`config.mk`:
```
export PLATFORM = sky130hd
export DESIGN_NAME = pio_access_handler
export DESIGN_NICKNAME = d
export VERILOG_FILES = /design/src/rtl/pio_acc_pkg.sv /design/src/rtl/pio_pin_sync.sv /design/src/rtl/pio_latch_bank.sv /design/src/rtl/pio_status_cap.sv /design/src/rtl/pio_acc_fsm.sv /design/src/rtl/pio_access_handler.sv
export SDC_FILE = /design/constraint.sdc
export NUM_CORES = 1
export LEC_CHECK = 0
export BUFFER_PORTS_ARGS = -buffer_cell sky130_fd_sc_hd__buf_2
export CELL_PAD_IN_SITES_DETAIL_PLACEMENT = 2
export CELL_PAD_IN_SITES_GLOBAL_PLACEMENT = 2
export CORE_AREA = 2 2 63 71
export CTS_CLUSTER_DIAMETER = 60
export CTS_CLUSTER_SIZE = 10
export DETAILED_ROUTE_END_ITERATION = 7
export DIE_AREA = 0 0 65 73
export PLACE_DENSITY = 0.89
export SLEW_MARGIN = 20
export SYNTH_ARGS = -nofsm -noshare
export SYNTH_HDL_FRONTEND = slang
export SYNTH_HIERARCHICAL = 1
export SYNTH_SLANG_ARGS = --single-unit
```
`constraint.sdc`:
```
create_clock -name clk -period 2.4 [get_ports clk]
set_input_delay 0.12 -clock clk [delete_from_list [all_inputs] [get_ports clk]]
set_output_delay 0.12 -clock clk [all_outputs]
set_load 0.01 [all_outputs]
```
`src/rtl/pio_acc_pkg.sv`:
```
package pio_acc_pkg;
  localparam int BYTE_W = 8;
  localparam int NCH    = 2;
  localparam logic [BYTE_W-1:0] FN_STATUS = 8'hF5;
  localparam logic [BYTE_W-1:0] FN_WRITE  = 8'h5A;
  localparam logic [BYTE_W-1:0] CONFIRM   = 8'hAA;
  localparam logic [BYTE_W-1:0] FILL      = 8'hFF;

  typedef enum logic [2:0] {
    ST_OFF, ST_FUNC, ST_DATA, ST_INV, ST_CONF, ST_STAT, ST_FILL, ST_HALT
  } acc_state_t;
endpackage

```
`src/rtl/pio_pin_sync.sv`:
```
module pio_pin_sync #(
  parameter int STAGES = 2,
  parameter int W      = 2
) (
  input  logic         clk,
  input  logic         rst_n,
  input  logic [W-1:0] d,
  output logic [W-1:0] q
);
  generate
    if (STAGES == 0) begin : g_bypass
      assign q = d;
    end else begin : g_sync
      logic [W-1:0] pipe [STAGES];
      always_ff @(posedge clk or negedge rst_n) begin
        if (!rst_n) begin
          for (int i = 0; i < STAGES; i++) pipe[i] <= '1;
        end else begin
          pipe[0] <= d;
          for (int i = 1; i < STAGES; i++) pipe[i] <= pipe[i-1];
        end
      end
      assign q = pipe[STAGES-1];
    end
  endgenerate
endmodule

```
`src/rtl/pio_latch_bank.sv`:
```
module pio_latch_bank #(
  parameter int NCH = 2
) (
  input  logic           clk,
  input  logic           rst_n,
  input  logic           upd,
  input  logic [NCH-1:0] new_val,
  output logic [NCH-1:0] lat
);
  generate
    for (genvar g = 0; g < NCH; g++) begin : g_ch
      always_ff @(posedge clk or negedge rst_n) begin
        if (!rst_n)   lat[g] <= 1'b1;
        else if (upd) lat[g] <= new_val[g];
      end
    end
  endgenerate


  latch_needs_strobe_chk: assert property (@(posedge clk) disable iff (!rst_n)
    !upd |=> $stable(lat));
endmodule

```
`src/rtl/pio_status_cap.sv`:
```
module pio_status_cap
  import pio_acc_pkg::*;
#(
  parameter int NCH = 2
) (
  input  logic              clk,
  input  logic              rst_n,
  input  logic              cap,
  input  logic [NCH-1:0]    pins,
  input  logic [NCH-1:0]    lat,
  output logic [BYTE_W-1:0] status
);
  localparam int LOW_W = 2 * NCH;

  logic [LOW_W-1:0] low;

  generate
    for (genvar g = 0; g < NCH; g++) begin : g_pack
      assign low[2*g]   = pins[g];
      assign low[2*g+1] = lat[g];
    end
  endgenerate

  always_ff @(posedge clk or negedge rst_n) begin
    if (!rst_n)   status <= {~{LOW_W{1'b0}}, {LOW_W{1'b0}}};
    else if (cap) status <= {~low, low};
  end
endmodule

```
`src/rtl/pio_acc_fsm.sv`:
```
module pio_acc_fsm
  import pio_acc_pkg::*;
#(
  parameter int NCH = 2
) (
  input  logic              clk,
  input  logic              rst_n,
  input  logic              bus_reset,
  input  logic              func_go,
  input  logic              rx_valid,
  output logic              rx_ready,
  input  logic [BYTE_W-1:0] rx_data,
  output logic              tx_valid,
  input  logic              tx_ready,
  output logic [BYTE_W-1:0] tx_data,
  input  logic [BYTE_W-1:0] status,
  output logic              cap,
  output logic              upd,
  output logic [NCH-1:0]    new_val
);
  acc_state_t state, state_n;
  logic [BYTE_W-1:0] data_q;
  logic mode_rd;
  logic rx_hs, tx_hs, pair_ok;

  assign rx_ready = (state == ST_FUNC) || (state == ST_DATA) || (state == ST_INV);
  assign tx_valid = (state == ST_CONF) || (state == ST_STAT) || (state == ST_FILL);
  assign rx_hs    = rx_valid && rx_ready && !bus_reset;
  assign tx_hs    = tx_valid && tx_ready && !bus_reset;
  assign pair_ok  = (rx_data == ~data_q);
  assign upd      = (state == ST_INV) && rx_hs && pair_ok;
  assign new_val  = data_q[NCH-1:0];

  always_comb begin
    case (state)
      ST_CONF: tx_data = CONFIRM;
      ST_FILL: tx_data = FILL;
      default: tx_data = status;
    endcase
  end

  always_comb begin
    cap = 1'b0;
    if (state == ST_FUNC && rx_hs && rx_data == FN_STATUS) cap = 1'b1;
    if (tx_hs && state == ST_CONF)                         cap = 1'b1;
    if (tx_hs && state == ST_STAT && mode_rd)              cap = 1'b1;
  end

  always_comb begin
    state_n = state;
    case (state)
      ST_OFF:  if (func_go) state_n = ST_FUNC;
      ST_FUNC: if (rx_hs) begin
                 if (rx_data == FN_STATUS)     state_n = ST_STAT;
                 else if (rx_data == FN_WRITE) state_n = ST_DATA;
                 else                          state_n = ST_HALT;
               end
      ST_DATA: if (rx_hs) state_n = ST_INV;
      ST_INV:  if (rx_hs) state_n = pair_ok ? ST_CONF : ST_FILL;
      ST_CONF: if (tx_hs) state_n = ST_STAT;
      ST_STAT: if (tx_hs) state_n = mode_rd ? ST_STAT : ST_DATA;
      default: state_n = state;
    endcase
    if (bus_reset) state_n = ST_OFF;
  end

  always_ff @(posedge clk or negedge rst_n) begin
    if (!rst_n) begin
      state   <= ST_OFF;
      data_q  <= '1;
      mode_rd <= 1'b0;
    end else begin
      state <= state_n;
      if (state == ST_DATA && rx_hs) data_q <= rx_data;
      if (state == ST_FUNC && rx_hs) mode_rd <= (rx_data == FN_STATUS);
    end
  end


  tx_hold_chk: assert property (@(posedge clk) disable iff (!rst_n)
    (tx_valid && !tx_ready && !bus_reset) |=> (tx_valid && $stable(tx_data)));

  one_dir_chk: assert property (@(posedge clk) disable iff (!rst_n)
    !(rx_ready && tx_valid));

  abort_idle_chk: assert property (@(posedge clk) disable iff (!rst_n)
    bus_reset |=> (!rx_ready && !tx_valid));

  halt_quiet_chk: assert property (@(posedge clk) disable iff (!rst_n)
    (state == ST_HALT && !bus_reset) |=> (!rx_ready && !tx_valid));
endmodule

```
`src/rtl/pio_access_handler.sv`:
```
module pio_access_handler
  import pio_acc_pkg::*;
#(
  parameter int SYNC_STAGES = 2
) (
  input  logic              clk,
  input  logic              rst_n,
  input  logic              bus_reset,
  input  logic              func_go,
  input  logic              rx_valid,
  output logic              rx_ready,
  input  logic [BYTE_W-1:0] rx_data,
  output logic              tx_valid,
  input  logic              tx_ready,
  output logic [BYTE_W-1:0] tx_data,
  input  logic              pin_a,
  input  logic              pin_b,
  output logic              pd_a,
  output logic              pd_b
);
  logic [NCH-1:0]    pins_s, lat, new_val;
  logic [BYTE_W-1:0] status;
  logic              cap, upd;

  pio_pin_sync #(.STAGES(SYNC_STAGES), .W(NCH)) u_sync (
    .clk(clk), .rst_n(rst_n), .d({pin_b, pin_a}), .q(pins_s));

  pio_latch_bank #(.NCH(NCH)) u_lat (
    .clk(clk), .rst_n(rst_n), .upd(upd), .new_val(new_val), .lat(lat));

  pio_status_cap #(.NCH(NCH)) u_stat (
    .clk(clk), .rst_n(rst_n), .cap(cap), .pins(pins_s), .lat(lat),
    .status(status));

  pio_acc_fsm #(.NCH(NCH)) u_fsm (
    .clk(clk), .rst_n(rst_n), .bus_reset(bus_reset), .func_go(func_go),
    .rx_valid(rx_valid), .rx_ready(rx_ready), .rx_data(rx_data),
    .tx_valid(tx_valid), .tx_ready(tx_ready), .tx_data(tx_data),
    .status(status), .cap(cap), .upd(upd), .new_val(new_val));

  assign pd_a = ~lat[0];
  assign pd_b = ~lat[1];
endmodule

```
==> results of run 1 <==
==> per-layer routing <==
metal | vias up | part of all wire | global-route usage
li1 | 496 | - | -
met1 | 527 | 0.38 | 0.183
met4 | 0 | 0.019 | 0.0709
met3 | 7 | 0.024 | 0.0216
met5 | - | 0 | 0
met2 | 20 | 0.58 | 0.341
==> worst paths after layout <==
check | start | to | slack (ps) | depth (start not counted)
min | bus_reset | u_fsm/state[2] | 80 | 2
min reg2reg | u_sync/g_sync.pipe[3] | u_sync/q[1] | 360 | 0
max | u_fsm/state[0] | u_stat/status[0] | 510 | 5
min in group asynchronous | rst_n | u_stat/status[3] | 360 | 2
max in group asynchronous | rst_n | u_fsm/state[2] | 1650 | 2
max reg2reg | u_fsm/state[0] | u_stat/status[0] | 510 | 5
==> kinds of logic (layout without fill, tap and decap cells) <==
family                    Yosys count  in the layout
and+or+nand+nor                    44             44
buffers and inverters              15             41
DFF                                26             26
muxes                              18             18
xor gates and xnor gates            8              8
AOI/OAI and AO/OA                  18             18
==> registers in the layout, indices dropped and copies added (netlist names) <==
register and count:
u_fsm/data_q 8, u_stat/status 8, u_fsm/state 3, u_lat/lat 2, u_sync/g_sync.pipe 2, u_sync/q 2
u_fsm/mode_rd 1
==> synth_stat cells (all sizes together) <==
library cell / n / area [um2]
mux2i: 3 / 30.0
a221oi: 1 / 15.0
a32oi: 1 / 8.76
o31ai: 1 / 7.51
nand4: 1 / 6.26
a31oi: 1 / 6.26
mux2: 15 / 184
dfrtp: 8 / 200
a32o: 1 / 10.0
a211oi: 1 / 12.5
a21oi: 4 / 20.0
nor2b: 1 / 6.26
o311a: 1 / 10.0
o211a: 1 / 10.0
o21a: 1 / 7.51
nor4: 3 / 31.3
nor4b: 1 / 8.76
nor3b: 1 / 18.8
o21ai: 3 / 15.0
buf: 9 / 72.6
nand3: 3 / 20.0
or2b: 1 / 7.51
nor2: 9 / 52.6
o41ai: 1 / 16.3
xnor2: 8 / 70.1
nand2b: 6 / 37.5
o21bai: 1 / 7.51
nand2: 13 / 48.8
and2b: 2 / 15.0
inv: 6 / 22.5
nand3b: 1 / 7.51
nand4bb: 2 / 22.5
dfstp: 18 / 473
==> report_power, final <==
part / internal (mW) / total [mW] / switching [mW]
Combinational: 0.260 / 0.512 / 0.253
Sequential: 0.594 / 0.702 / 0.108
Clock: 0.224 / 0.369 / 0.145
==> layout make-up <==
type,instances,area [um2]
clock buffer,3,41.3
clock inverter,1,30.0
fill,434,2380
inverter,6,22.5
multi-input combinational,88,713
sequential,26,673
tap,54,67.6
timing repair buffer,31,173
==> through the flow <==
| step | total power, mW | setup WS [ps] | area (um2) | std cells |
|---|---|---|---|---|
| final | 1.58 | 515 | 1720 | 209 |
| after global routing | 1.68 | 361 | 1720 | 209 |
| after CTS | 1.60 | 505 | 1720 | 209 |
| after detailed placement | 1.22 | 539 | 1620 | 202 |
| after global placement | 1.17 | 608 | 1620 | 202 |
| after floorplan | 1.07 | 857 | 1480 | 129 |
==> repair_timing <==
action,in CTS,in global routing
gates resized for setup,0,0
endpoints found under the hold margin,10,0
hold buffers,3,0
==> critical path, cell delays in order, from the launching register on <==
cell and delay [ps]:
dfrtp_1 690, nor3b_4 340, a32oi_1 130, nor2_1 100, buf_4 200, mux2_4 310
==> run summary, run 1 <==
vias per std cell = 5.02
Avg Cell Area, Syn = 11.5 um2
final WL = 3.73 mm
core area = 4100 um2
# rows = 25
Setup Skew = 3.13 ps
Synth Area in Compound Gates = 0.0988
mux share of post-synthesis cell area = 0.144
Cells after Synth = 129
first-pass GRT wire length = 6.11 mm
Synth Cell Area = 1480 um2
clk_lat worst skew = 280 ps
hpwl dp = 2.76 mm
Worst VDD drop = 0.000352 V
diode count = 0
max frequency = 530 MHz
Rel. slew slack = 0.554
pwr/cell area = 920 nW/um2
commonest non-fill, non-tap cells in the layout = buf_2 (27), dfstp_2 (18), nand2_1 (13)
Root Driver = clkbuf_8
number of DRC markers in iteration 0 = 18
fin util = 0.420
H-tree depth = 1
vias in the first global route = 1204
Worst Tran Pin Value = 670 ps
critical-path maximum fanout = 14
remaining global-route overflow = 0
Setup Buffers After CTS = 0
Layout Nets = 172
vias post-DR = 1050
min Tclk post-route = 1890 ps
WL/cell = 17.9 um
I/O Pins = 28
drt first pass iters = 4
Adder-Cell Fraction of Synth Area = 0
Post-Synth Simple-Gate Area = 0.191
CP endpoint kind = register
Die Span Y = 73 um
Fin. Hold Viols = 0
GRT Total Usage = 0.173
RSZ-0062 raised after global routing = no
Starting Density = 0.362
CP required = 2570 ps
status = finished, final reports clean
Leakage = 0.740 nW
max cap viols = 0
Area Growth Syn to Fin = 16.1%
Hold WS = 81.1 ps
DRC = 0
final slew viol count = 0
setup TNS = 0 ps
PortBufs = 27
hold crit path type = input pin to register
register area share after synthesis = 0.454
Die Width = 65 um
CTS tree = built
layout cells sized above 1 = 0.477
initial antenna violation count = 0
clock sink total = 26
post-synthesis xor/xnor area fraction = 0.0473
post-synthesis register bit count = 26
commonest non-fill, non-tap cell in the layout = buf_2
Die Area = 4750 um2
Yosys cell types = 40
CTS Buf Count = 3
syn nets = 145
CTS max path bufs = 2
fin crit share = 0.785
CP Launch Type = register
Placer Congestion = 0.756
Clk pin slew, worst setup/hold paths = 90 ps
crit path kind = register to register
Synth Warn # = 6
largest family of logic cells by synthesized area = simple AND/OR/NAND/NOR gates
largest net degree at the start of global routing = 27
Worst EP arrival = 2060 ps
Final ANT Viol Nets = 0
final setup vio count = 0
Note: power is estimated with default switching activity, not from simulation.
==> run 2: changes to the inputs <==
--- a/config.mk
+++ b/config.mk
@@ -5,15 +5,16 @@
 export SDC_FILE = /design/constraint.sdc
 export NUM_CORES = 1
 export LEC_CHECK = 0
+export ABC_AREA = 1
 export BUFFER_PORTS_ARGS = -buffer_cell sky130_fd_sc_hd__buf_2
 export CELL_PAD_IN_SITES_DETAIL_PLACEMENT = 2
 export CELL_PAD_IN_SITES_GLOBAL_PLACEMENT = 2
-export CORE_AREA = 2 2 63 71
+export CORE_AREA = 2 2 75 84
 export CTS_CLUSTER_DIAMETER = 60
 export CTS_CLUSTER_SIZE = 10
 export DETAILED_ROUTE_END_ITERATION = 7
-export DIE_AREA = 0 0 65 73
-export PLACE_DENSITY = 0.89
+export DIE_AREA = 0 0 77 86
+export PLACE_DENSITY = 0.8
 export SLEW_MARGIN = 20
 export SYNTH_ARGS = -nofsm -noshare
 export SYNTH_HDL_FRONTEND = slang
==> constraint.sdc (replaced) <==
create_clock -name clk -period 1.59 [get_ports clk]
set_input_delay 0.0795 -clock clk [delete_from_list [all_inputs] [get_ports clk]]
set_output_delay 0.0795 -clock clk [all_outputs]
set_load 0.01 [all_outputs]
==> run summary, run 2 <==
setup TNS = 0 ps
drt first pass iters = 4
diode count = 0
met3 usage = 0.0147
final WL = 4.39 mm
Clk pin slew, worst setup/hold paths = 100 ps
vias in the first global route = 1603
Hold WS = 42.5 ps
Root Driver = clkbuf_8
core area = 5730 um2
Post-synth EDFFs = 0
reg2reg setup slack = 30 ps
CTS max path bufs = 2
Worst EP arrival = 1770 ps
RSZ-0062 raised after global routing = yes
Fin. Hold Viols = 0
Setup Skew = 5.91 ps
total power = 2.80 mW
met1 Use GR = 0.161
hold crit path type = input pin to register
CP Launch Type = register
Worst Tran Pin Value = 591 ps
syn nets = 229
Die Width = 77 um
leading area contributor after synthesis = dfstp_2
Yosys cell types = 21
Worst path top cell family by delay = simple AND/OR/NAND/NOR gates
max frequency = 640 MHz
Hold Path End = u_fsm/data_q[6]
CP endpoint kind = register
post-synthesis register bit count = 26
Primary FF master, synth = dfstp_2
met2 Use GR = 0.261
PortBufs = 27
Rel. slew slack = 0.606
status = finished, final reports clean
Synth area leaders = dfstp_2 (31%), nand2_1 (21%), dfrtp_1 (13%), inv_1 (8.4%), o21ai_2 (5.2%)
DP Worst Slack = -1.61 ps
WL/cell = 13.3 um
clock sink total = 26
Regs by FF count = u_fsm/data_q x8, u_stat/status x8, u_fsm/state x3
Starting Density = 0.266
Synth Cell Area = 1520 um2
Cells after Synth = 213
vias per std cell = 4.34
DRC = 0
Synth top area share = 0.310
number of DRC markers in iteration 0 = 29
CP Depth = 9
CP bufs+invs = 3
R2R Path Start = u_fsm/state[2]
CTS tree = built
HP Start = rx_data[6]
Worst VDD drop = 0.000528 V
H-tree depth = 1
final slew viol count = 0
crit path max-delay cell type = dfrtp_1
first-pass GRT wire length = 7.38 mm
Die Area = 6620 um2
min Tclk post-route = 1560 ps
reg-to-reg endpoint = u_stat/status[1]
Critical Path Max Stage Delay = 430 ps
final setup vio count = 0
Area Growth Syn to Fin = 27.5%
commonest non-fill, non-tap cell in the layout = nand2_1
Avg Cell Area, Syn = 7.15 um2
register area share after synthesis = 0.442
CTS Buf Count = 3
Hold Crit Depth = 3
# rows = 29
Placer Congestion = 0.789
most frequent cell after synthesis = nand2_1
Layout Nets = 269
Die Span Y = 86 um
max cap viols = 0
clk_lat worst skew = 270 ps
remaining global-route overflow = 0
fin crit share = 0.983
I/O Pins = 28
Leakage = 1.01 nW
grt peak-use layer = met2
largest net degree at the start of global routing = 27
commonest non-fill, non-tap cells in the layout = nand2_1 (84), inv_1 (33), buf_2 (27)
initial antenna violation count = 0
ys async rst share = 1.00
layout cells sized above 1 = 0.353
Synth Warn # = 6
vias post-DR = 1427
Final ANT Viol Nets = 0
crit-path cells = clkinv_4 > nand2_4 > nor4_4 > nand3_2 > o21ai_2 > buf_6 > buf_6 > nand2_1 > nand2_1
hpwl dp = 3.32 mm
crit path kind = register to register
Post-synth top cells = nand2_1 (85), inv_1 (34), dfstp_2 (18), nor2_1 (18), o21ai_2 (9)
critical-path maximum fanout = 6
GRT Total Usage = 0.136
Worst Setup Slack, final = 27.5 ps
Worst Reg-to-Reg Cells = 9
CP required = 1800 ps
pwr/cell area = 1440 nW/um2
[run 2: changes by cell type after synthesis, moves of 6 or more]
cell	change
nand2_1	+72
inv_1	+28
mux2_2	-11
nor2_1	+11
o21ai_2	+9
xnor2_1	-8
nand2b_1	-6
nand3_1	+6
[run 2: timing repair]
action / in CTS / in global routing
endpoints found under the setup margin: 4 / 14
resized for setup: 1 / 18
pin swaps: 0 / 1
cloned: 0 / 0
endpoints found under the hold margin: 10 / 0
hold buffers: 3 / 0
setup buffers: 0 / 4
[run 2: metal layers]
layer | routed length (um) | vias up | share of wire
met4 | 29 | 0 | 0.0066
li1 | - | 714 | -
met5 | 0 | - | 0
met2 | 2320 | 12 | 0.53
met1 | 1960 | 699 | 0.45
met3 | 79 | 2 | 0.018
[run 2: through the flow]
step | utilization | std cells | area, um2
after floorplan | - | 213 | 1520
after global placement | 0.306 | 318 | 1750
after detailed placement | 0.306 | 318 | 1750
after CTS | 0.324 | 325 | 1860
after global routing | 0.339 | 329 | 1940
final | 0.339 | 329 | 1940
[run 2: logic make-up after synthesis]
group,after synthesis,share of synthesized area
buffers and inverters,46,0.141
AO/OA/AOI/OAI,20,0.0903
flip-flops,26,0.442
AND/OR/NAND/NOR,121,0.327
[run 2: worst max-delay path by stage]
stage,start,end,slack [ps]
final,u_fsm/state[2],u_stat/status[1],30
after global routing,u_fsm/state[2],u_stat/status[1],-60
after CTS,u_fsm/state[2],u_stat/status[1],20
after detailed placement,u_fsm/state[2],u_stat/status[1],-2
after global placement,u_fsm/state[2],u_stat/status[2],80
after floorplan,u_fsm/state[0],u_stat/status[1],80
[run 2: report_power, final]
group          total, mW  switching (mW)  internal [mW]
Clock              0.556           0.219          0.337
Sequential          1.04           0.142          0.902
Combinational       1.19           0.720          0.475
[run 2: layout make-up]
| type | instances | area, um2 |
|---|---|---|
| clock buffer | 3 | 41.3 |
| clock inverter | 1 | 30.0 |
| fill | 720 | 3790 |
| inverter | 39 | 154 |
| multi-input combinational | 141 | 684 |
| sequential | 26 | 674 |
| tap | 77 | 96.3 |
| timing repair buffer | 42 | 263 |
[run 2: worst min-delay path: stages]
cell     delay, ps
buf_2          120
inv_1           60
o21ai_2         50
